$ cat config.mk
export PLATFORM = sky130hd
export DESIGN_NAME = tmo_counter
export DESIGN_NICKNAME = d
export VERILOG_FILES = /design/src/rtl/tmo_pkg.sv /design/src/rtl/tmo_cfg_regs.sv /design/src/rtl/tmo_event_sel.sv /design/src/rtl/tmo_count_core.sv /design/src/rtl/tmo_counter.sv
export SDC_FILE = /design/constraint.sdc
export NUM_CORES = 1
export LEC_CHECK = 0
export BUFFER_PORTS_ARGS = -buffer_cell sky130_fd_sc_hd__buf_2
export CORE_MARGIN = 2
export CORE_UTILIZATION = 45
export CTS_CLUSTER_DIAMETER = 150
export DETAILED_ROUTE_END_ITERATION = 7
export GPL_TIMING_DRIVEN = 0
export PLACE_DENSITY = 0.76
export SYNTH_ARGS = -nofsm -noshare
export SYNTH_HDL_FRONTEND = slang
export SYNTH_SLANG_ARGS = --single-unit
$ cat constraint.sdc
create_clock -name clk_i -period 2.7 [get_ports clk_i]
set_input_delay 0.54 -clock clk_i [delete_from_list [all_inputs] [get_ports clk_i]]
set_output_delay 0.54 -clock clk_i [all_outputs]
set_load 0.005 [all_outputs]
$ cat src/rtl/tmo_pkg.sv
package tmo_pkg;
    localparam int CNT_W      = 16;
    localparam int DATA_W     = 32;
    localparam int ADDR_W     = 2;
    localparam int NUM_SRC    = 3;
    localparam int SEL_W      = 2;
    localparam int PERIOD_LSB = DATA_W - CNT_W;
    localparam int SEL_LSB    = 1;
    localparam int EN_BIT     = 0;

    localparam logic [ADDR_W-1:0] ADR_CFG  = 2'd0;
    localparam logic [ADDR_W-1:0] ADR_CNT  = 2'd1;
    localparam logic [ADDR_W-1:0] ADR_FLAG = 2'd2;

    typedef enum logic [SEL_W-1:0] {
        SRC_FREE = 2'd0,
        SRC_TXEV = 2'd1,
        SRC_RXA  = 2'd2,
        SRC_RXB  = 2'd3
    } tmo_src_e;

    typedef struct packed {
        logic [CNT_W-1:0] period;
        tmo_src_e         src;
        logic             enable;
    } tmo_cfg_t;

    localparam tmo_cfg_t CFG_RESET = '{period: '1, src: SRC_FREE, enable: 1'b0};
endpackage

$ cat src/rtl/tmo_cfg_regs.sv
module tmo_cfg_regs
    import tmo_pkg::*;
(
    input  logic                 clk_i,
    input  logic                 rst_ni,
    input  logic                 wr_en_i,
    input  logic [ADDR_W-1:0]    wr_addr_i,
    input  logic [CNT_W-1:0]     wr_period_i,
    input  logic [SEL_W-1:0]     wr_src_i,
    input  logic                 wr_enable_i,
    input  logic                 cfg_chg_en_i,
    input  logic                 init_i,
    output tmo_cfg_t             cfg_o,
    output tmo_cfg_t             cfg_next_o,
    output logic                 cfg_wr_o
);
    typedef struct packed {
        tmo_cfg_t cfg;
    } cfg_state_t;

    cfg_state_t st_d, st_q;
    logic       accept;

    always_comb begin
        st_d   = st_q;
        accept = wr_en_i && (wr_addr_i == ADR_CFG) && cfg_chg_en_i && init_i;
        if (accept) begin
            st_d.cfg.period = wr_period_i;
            st_d.cfg.src    = tmo_src_e'(wr_src_i);
            st_d.cfg.enable = wr_enable_i;
        end
    end

    always_ff @(posedge clk_i or negedge rst_ni) begin
        if (!rst_ni) begin
            st_q.cfg <= CFG_RESET;
        end else begin
            st_q <= st_d;
        end
    end

    assign cfg_o      = st_q.cfg;
    assign cfg_next_o = st_d.cfg;
    assign cfg_wr_o   = accept;
endmodule

$ cat src/rtl/tmo_event_sel.sv
module tmo_event_sel
    import tmo_pkg::*;
(
    input  tmo_src_e             src_i,
    input  logic [NUM_SRC-1:0]   fifo_empty_i,
    input  logic [NUM_SRC-1:0]   fifo_store_i,
    output logic                 fifo_mode_o,
    output logic                 sel_empty_o,
    output logic                 sel_store_o
);
    logic [NUM_SRC-1:0] hit;

    for (genvar g = 0; g < NUM_SRC; g++) begin : g_hit
        assign hit[g] = (src_i == tmo_src_e'(SEL_W'(g + 1)));
    end

    assign fifo_mode_o = |hit;
    assign sel_empty_o = |(hit & fifo_empty_i);
    assign sel_store_o = |(hit & fifo_store_i);
endmodule

$ cat src/rtl/tmo_count_core.sv
module tmo_count_core
    import tmo_pkg::*;
(
    input  logic             clk_i,
    input  logic             rst_ni,
    input  tmo_cfg_t         cfg_i,
    input  tmo_cfg_t         cfg_next_i,
    input  logic             cfg_wr_i,
    input  logic             cnt_wr_i,
    input  logic             flag_clr_i,
    input  logic             tick_i,
    input  logic             fifo_mode_i,
    input  logic             sel_empty_i,
    input  logic             sel_store_i,
    output logic [CNT_W-1:0] count_o,
    output logic             flag_o
);
    typedef struct packed {
        logic [CNT_W-1:0] count;
        logic             running;
        logic             flag;
    } core_state_t;

    core_state_t st_d, st_q;
    logic        step;
    logic        hit_zero;
    logic        nonzero;

    always_comb begin
        st_d     = st_q;
        step     = 1'b0;
        nonzero  = (st_q.count != '0);
        if (cfg_wr_i) begin
            st_d.count   = cfg_next_i.period;
            st_d.running = 1'b0;
        end else if (!cfg_i.enable) begin
            st_d.count   = cfg_i.period;
            st_d.running = 1'b0;
        end else if (!fifo_mode_i) begin
            if (cnt_wr_i) begin
                st_d.count = cfg_i.period;
            end else begin
                step = tick_i && nonzero;
            end
        end else if (sel_store_i) begin
            st_d.running = 1'b1;
            step         = st_q.running && tick_i && nonzero;
        end else if (sel_empty_i) begin
            st_d.count   = cfg_i.period;
            st_d.running = 1'b0;
        end else begin
            step = st_q.running && tick_i && nonzero;
        end

        if (step) begin
            st_d.count = st_q.count - 1'b1;
        end
        hit_zero = step && (st_q.count == CNT_W'(1));

        if (flag_clr_i) begin
            st_d.flag = 1'b0;
        end
        if (hit_zero) begin
            st_d.flag = 1'b1;
        end
    end

    always_ff @(posedge clk_i or negedge rst_ni) begin
        if (!rst_ni) begin
            st_q.count   <= CFG_RESET.period;
            st_q.running <= 1'b0;
            st_q.flag    <= 1'b0;
        end else begin
            st_q <= st_d;
        end
    end

    assign count_o = st_q.count;
    assign flag_o  = st_q.flag;
endmodule

$ cat src/rtl/tmo_counter.sv
module tmo_counter
    import tmo_pkg::*;
(
    input  logic                clk_i,
    input  logic                rst_ni,
    input  logic                tick_i,
    input  logic [2:0]          fifo_empty_i,
    input  logic [2:0]          fifo_store_i,
    input  logic                cfg_chg_en_i,
    input  logic                init_i,
    input  logic                wr_en_i,
    input  logic [1:0]          wr_addr_i,
    input  logic [31:0]         wr_data_i,
    input  logic [1:0]          rd_addr_i,
    output logic [31:0]         rd_data_o,
    output logic [15:0]         count_o,
    output logic                timeout_o
);
    tmo_cfg_t         cfg_cur;
    tmo_cfg_t         cfg_nxt;
    logic             cfg_wr;
    logic             fifo_mode;
    logic             sel_empty;
    logic             sel_store;
    logic             cnt_wr;
    logic             flag_clr;
    logic [CNT_W-1:0] count;
    logic             flag;
    logic             unused_wr_bits;

    assign unused_wr_bits = ^wr_data_i[PERIOD_LSB-1:SEL_LSB+SEL_W];

    assign cnt_wr   = wr_en_i && (wr_addr_i == ADR_CNT);
    assign flag_clr = wr_en_i && (wr_addr_i == ADR_FLAG) && wr_data_i[0];

    tmo_cfg_regs u_cfg (
        .clk_i        (clk_i),
        .rst_ni       (rst_ni),
        .wr_en_i      (wr_en_i),
        .wr_addr_i    (wr_addr_i),
        .wr_period_i  (wr_data_i[DATA_W-1:PERIOD_LSB]),
        .wr_src_i     (wr_data_i[SEL_LSB+SEL_W-1:SEL_LSB]),
        .wr_enable_i  (wr_data_i[EN_BIT]),
        .cfg_chg_en_i (cfg_chg_en_i),
        .init_i       (init_i),
        .cfg_o        (cfg_cur),
        .cfg_next_o   (cfg_nxt),
        .cfg_wr_o     (cfg_wr)
    );

    tmo_event_sel u_sel (
        .src_i        (cfg_cur.src),
        .fifo_empty_i (fifo_empty_i),
        .fifo_store_i (fifo_store_i),
        .fifo_mode_o  (fifo_mode),
        .sel_empty_o  (sel_empty),
        .sel_store_o  (sel_store)
    );

    tmo_count_core u_core (
        .clk_i       (clk_i),
        .rst_ni      (rst_ni),
        .cfg_i       (cfg_cur),
        .cfg_next_i  (cfg_nxt),
        .cfg_wr_i    (cfg_wr),
        .cnt_wr_i    (cnt_wr),
        .flag_clr_i  (flag_clr),
        .tick_i      (tick_i),
        .fifo_mode_i (fifo_mode),
        .sel_empty_i (sel_empty),
        .sel_store_i (sel_store),
        .count_o     (count),
        .flag_o      (flag)
    );

    // R13 read map
    always_comb begin
        unique case (rd_addr_i)
            ADR_CFG:  rd_data_o = {cfg_cur.period, {(PERIOD_LSB-SEL_W-1){1'b0}},
                                   cfg_cur.src, cfg_cur.enable};
            ADR_CNT:  rd_data_o = {{(DATA_W-CNT_W){1'b0}}, count};
            ADR_FLAG: rd_data_o = {{(DATA_W-1){1'b0}}, flag};
            default:  rd_data_o = '0;
        endcase
    end

    assign count_o   = count;
    assign timeout_o = flag;
endmodule

### Yosys cells after proc, flatten, opt, wreduce, memory -nomap -nowiden

Cells that the tools add are included.

| storage, ports and cells | value |
|---|---|
| word-level logic and storage cells | 60 |
| input bits | 48 |
| register bits | 37 |

| cells by class | value |
|---|---|
| $add $sub $neg | 1 |
| reductions and logical operators | 19 |
| multiplexer cells | 19 |
| bitwise gates (word level) | 2 |
| equal/unequal tests | 13 |

Operator list:

| operator | count |
|---|---|
| $pmux 32 s3 | 1 |
| $mux 16 | 4 |
| $mux 17 | 3 |
| $mux 19 | 1 |
| $eq 16x1->1 const B | 1 |
| $reduce_bool 16->1 | 1 |
| $sub 16x1->16 const B | 1 |
| $logic_and 1x1->1 | 10 |
| $mux 1 | 10 |
| $ne 5x5->1 const B | 2 |
| $reduce_or 3->1 | 3 |
| $eq 2x2->1 const B | 4 |
| $and 3x3->3 | 2 |
| $eq 2x1->1 const B | 3 |
| $ne 5x3->1 const B | 1 |
| $logic_not 2->1 | 2 |
| $ne 4x4->1 const B | 1 |
| $ne 3x2->1 const B | 1 |
| $reduce_and 3->1 | 1 |
| $reduce_and 2->1 | 1 |
| $reduce_bool 2->1 | 1 |

### Depth between registers and ports, before layout

| depth | value |
|---|---|
| word-level depth | 10 |
| depth in mapped cells | 8 |
| mapped depth without buffers | 7 |

### Cells and area by module

Synthesis repeated with hierarchy kept, for this count alone.

| unflattened totals | value |
|---|---|
| cell total of the unflattened synthesis | 256 |
| area, all modules | 2771.4 µm² |

Modules (own cells, without submodules):

| module | area each (µm²) | cells each | instances | seq. area each (µm²) |
|---|---|---|---|---|
| tmo_count_core | 1536.5 | 163 | 1 | 470.5 |
| tmo_cfg_regs | 817.0 | 43 | 1 | 495.5 |
| tmo_counter | 365.4 | 44 | 1 | 0.0 |
| tmo_event_sel | 52.6 | 6 | 1 | 0.0 |

### Worst setup path after synthesis

No wires, ideal clock.

| path | value |
|---|---|
| path type | input to register |
| start point | input port wr_addr_i[0] |
| end point | register u_core.count_o[10] (netlist name) |
| path slack | 0.709 ns |
| cell stages on the path | 6 |
| data arrival time | 1.909 ns |
| buffers on the path | 2 |
| path through | nand2b_1 -> nor3_1 -> buf_2 -> buf_2 -> mux2_2 -> mux2_2 |

RTL lines:

| element | RTL line | RTL |
|---|---|---|
| start, declared | tmo_counter.sv:12 | `input logic [1:0] wr_addr_i,` |

### Final worst setup path

| path | value |
|---|---|
| start point | input port rd_addr_i[0] |
| end point | output port rd_data_o[0] |

| between the ends | value |
|---|---|
| cells in the longest elaborated chain, start to end | 2 |
| elaborated cells on any way between the ends | 4 |

RTL lines:

| element | RTL line | RTL |
|---|---|---|
| start, declared | tmo_counter.sv:14 | `input logic [1:0] rd_addr_i,` |
| $eq 2x2->1, or another cell as far along | tmo_counter.sv:78 | `unique case (rd_addr_i)` |
| $pmux 32 s3 (*) | tmo_counter.sv:78 |  |
| end, declared | tmo_counter.sv:15 | `output logic [31:0] rd_data_o,` |

Every way passes the cells marked *; elsewhere a longest branch is shown, timed or not.

==> metrics.yaml <==
outcome: "finished, final reports clean"
place.port_buffers: 83
grt_antenna_before_repair: 0
end_kind: "output pin"
core_area_um2: 5040
root_buffer: "sky130_fd_sc_hd__clkbuf_8"
synth-warning-count: 0
power_density_nw_per_um2: 788
cts_sinks: 37
synth.distinct_cells: 42
post_cts_sizing: 0
rows: 26
fin_total_pwr_uw: 2280
postCtsSetupRepairBufs: 0
final_cells: 373
clk_lat_worst_skew_ns: 0.28
slew_violations: 0
yosys.area.top_type_share_pct: 36.4
die_w_um: 75.6
start_util_pct: 45.8
synth_edf_count: 0
hold_ws_ns: 0.350
r2r_end: "u_core.count_o[1]"
r2r-start: "u_core.count_o[1]"
grt-ovfl-total: 0
finalWirelength_um: 5170
die-area_um2: 5720
h-tree-depth: 2
drcViolationCount: 0
netlist.top_cell.by_area: "sky130_fd_sc_hd__dfstp_2"
die_h_um: 75.6
timing.hold.worst.class: "in2async"
max-slew-margin-rel_pct: 45.8
cts_tree: "done"
yosys_reg_bits: 37
finalSetupViolCount: 0
pin_count_of_the_biggest_net_entering_global_routing: 38
area_growth_syn_to_layout_pct: 25.5
worst_slew_pin_slew_ns: 0.813
drtAntennaViolNets: 0
synth_ff_type: "sky130_fd_sc_hd__dfstp_2"
post_synth_arst_share_pct: 100
n_antenna_cell: 0
ios: 97
vias_in_the_first_global_route: 1658
fin_setup_tns_ns: 0
fin_worst_skew_ns: 0.00165
post_route_cells_drive_above_1_share_pct: 60.4
drt_first_pass_iters: 4
postSynthNetCount: 264
routabilityCongestion: 0.856
synthTopCellsByCount: "35 x sky130_fd_sc_hd__mux2_2, 32 x sky130_fd_sc_hd__dfstp_2, 30 x sky130_fd_sc_hd__and2_1"
detailedPlacementHpwl_um: 3870
layout.core_utilization_pct: 57.5
max_cap_violations: 0
period_share_pct: 89.3
grt_setup_unrepaired: "false"
crit_path_max_fanout: 10
syn-instance-count: 213
worst-r2r-cell-count: 8
cp.required_ns: 2.16
worstPathArrival_ns: 1.87
number_of_buffers_created_by_cts: 5
avgSynthCellArea_um2: 10.8
synth.area.top_cells: "sky130_fd_sc_hd__dfstp_2 36%, sky130_fd_sc_hd__mux2_2 17%, sky130_fd_sc_hd__and2_1 8.1%"
cts.hold.buffers_added: 0
nets: 354
grt_usage_pct: 19.1
place.detailed.instances: 366
critical_path_class: "in2out"
r2r_slack_ns: 0.60
finalWorstPathRequiredPeriod_ns: 2.41
cts_buffer_depth: 2
critical_path.startpoint_type: "primary input"
grt_pass1_wl_um: 8010
seq_area_frac_synth_pct: 41.8
detail_route.iter0.violations: 44
power.leakage_uw: 0.00140
synth.most_common_cell: "sky130_fd_sc_hd__mux2_2"
syn_area_um2: 2310
vdd.ir_drop.worst_mv: 0.380
routedWlPerCell_um: 13.9
timing.fmax_mhz: 415
clk_pin_slew_worst_paths_ns: 0.07
routed_via_density: 4.80
hold_viol: 0
route.vias.total: 1789
[where the power goes]
part           internal (uW)  switching (uW)  total (uW)
registers                829             190        1020
clock network            202             177         379
logic                    522             363         885
[stage by stage]
| step | worst slack [ns] | cell area, um2 |
|---|---|---|
| 4_1_cts | 0.221 | 2900 |
| 3_3_place_gp | 0.219 | 2810 |
| 6_report | 0.289 | 2900 |
| 3_5_place_dp | 0.224 | 2810 |
| 5_1_grt | 0.0723 | 2900 |
| 2_1_floorplan | 0.709 | 2310 |
[critical path: stages]
cell	delay [ns]
sky130_fd_sc_hd__buf_2	0.14
sky130_fd_sc_hd__nor2b_1	0.42
sky130_fd_sc_hd__clkbuf_1	0.43
sky130_fd_sc_hd__nand2_1	0.11
sky130_fd_sc_hd__o21ai_0	0.09
sky130_fd_sc_hd__buf_2	0.14
[metal layers]
layer  GRT usage [%]  wire length [um]
met1            25.5              2500
met2            31.1              2360
met3            4.10               251
met4            6.24                61
met5               0                 0
[state kept, by name, indices dropped and copies added, names as in the netlist]
signal and cells:
u_cfg.cfg_o 19, u_core.count_o 16, u_core.flag_o 1, u_core.st_q 1
[worst max path at each step]
stage | start | to | slack (ns) | cells past startpoint
after floorplan | wr_addr_i[0] | u_core.count_o[10] | 0.71 | 6
after global placement | rd_addr_i[0] | rd_data_o[0] | 0.22 | 6
after detailed placement | rd_addr_i[0] | rd_data_o[0] | 0.22 | 6
after CTS | rd_addr_i[0] | rd_data_o[0] | 0.22 | 6
after global routing | rd_addr_i[0] | rd_data_o[0] | 0.07 | 6
final | rd_addr_i[0] | rd_data_o[0] | 0.29 | 6
[cell families (layout without fill, tap and decap cells)]
logic type      after synthesis  count (layout)  share of synthesized area, %
flops                        37              37                          41.8
fa+ha+maj                     3               3                          1.63
compound gates               15              15                          4.39
mux                          40              40                          19.3
xor+xnor                     12              12                          4.55
buf+inv                      25             115                          7.43
simple gates                 81              81                          20.9
[cell type report]
cell class              count  area, um2
clock buffers               7       86.3
fillers                   451       2140
plain buffers              22        160
repair buffers             83        415
multi-input cells         151       1170
inverters                   3       11.3
flip-flops and latches     37        966
well taps                  70       87.6
[layout by cell type, fill, tap and decap left out, drive strengths merged, types with 5 or more instances in the layout]
master	count
nor4	7
xor2	11
mux2	36
buf	103
nor2	9
nand2	8
nor3	9
and2	30
dfstp	32
dfrtp	5
clkbuf	9
No activity file was read; power rests on OpenSTA's default activity.
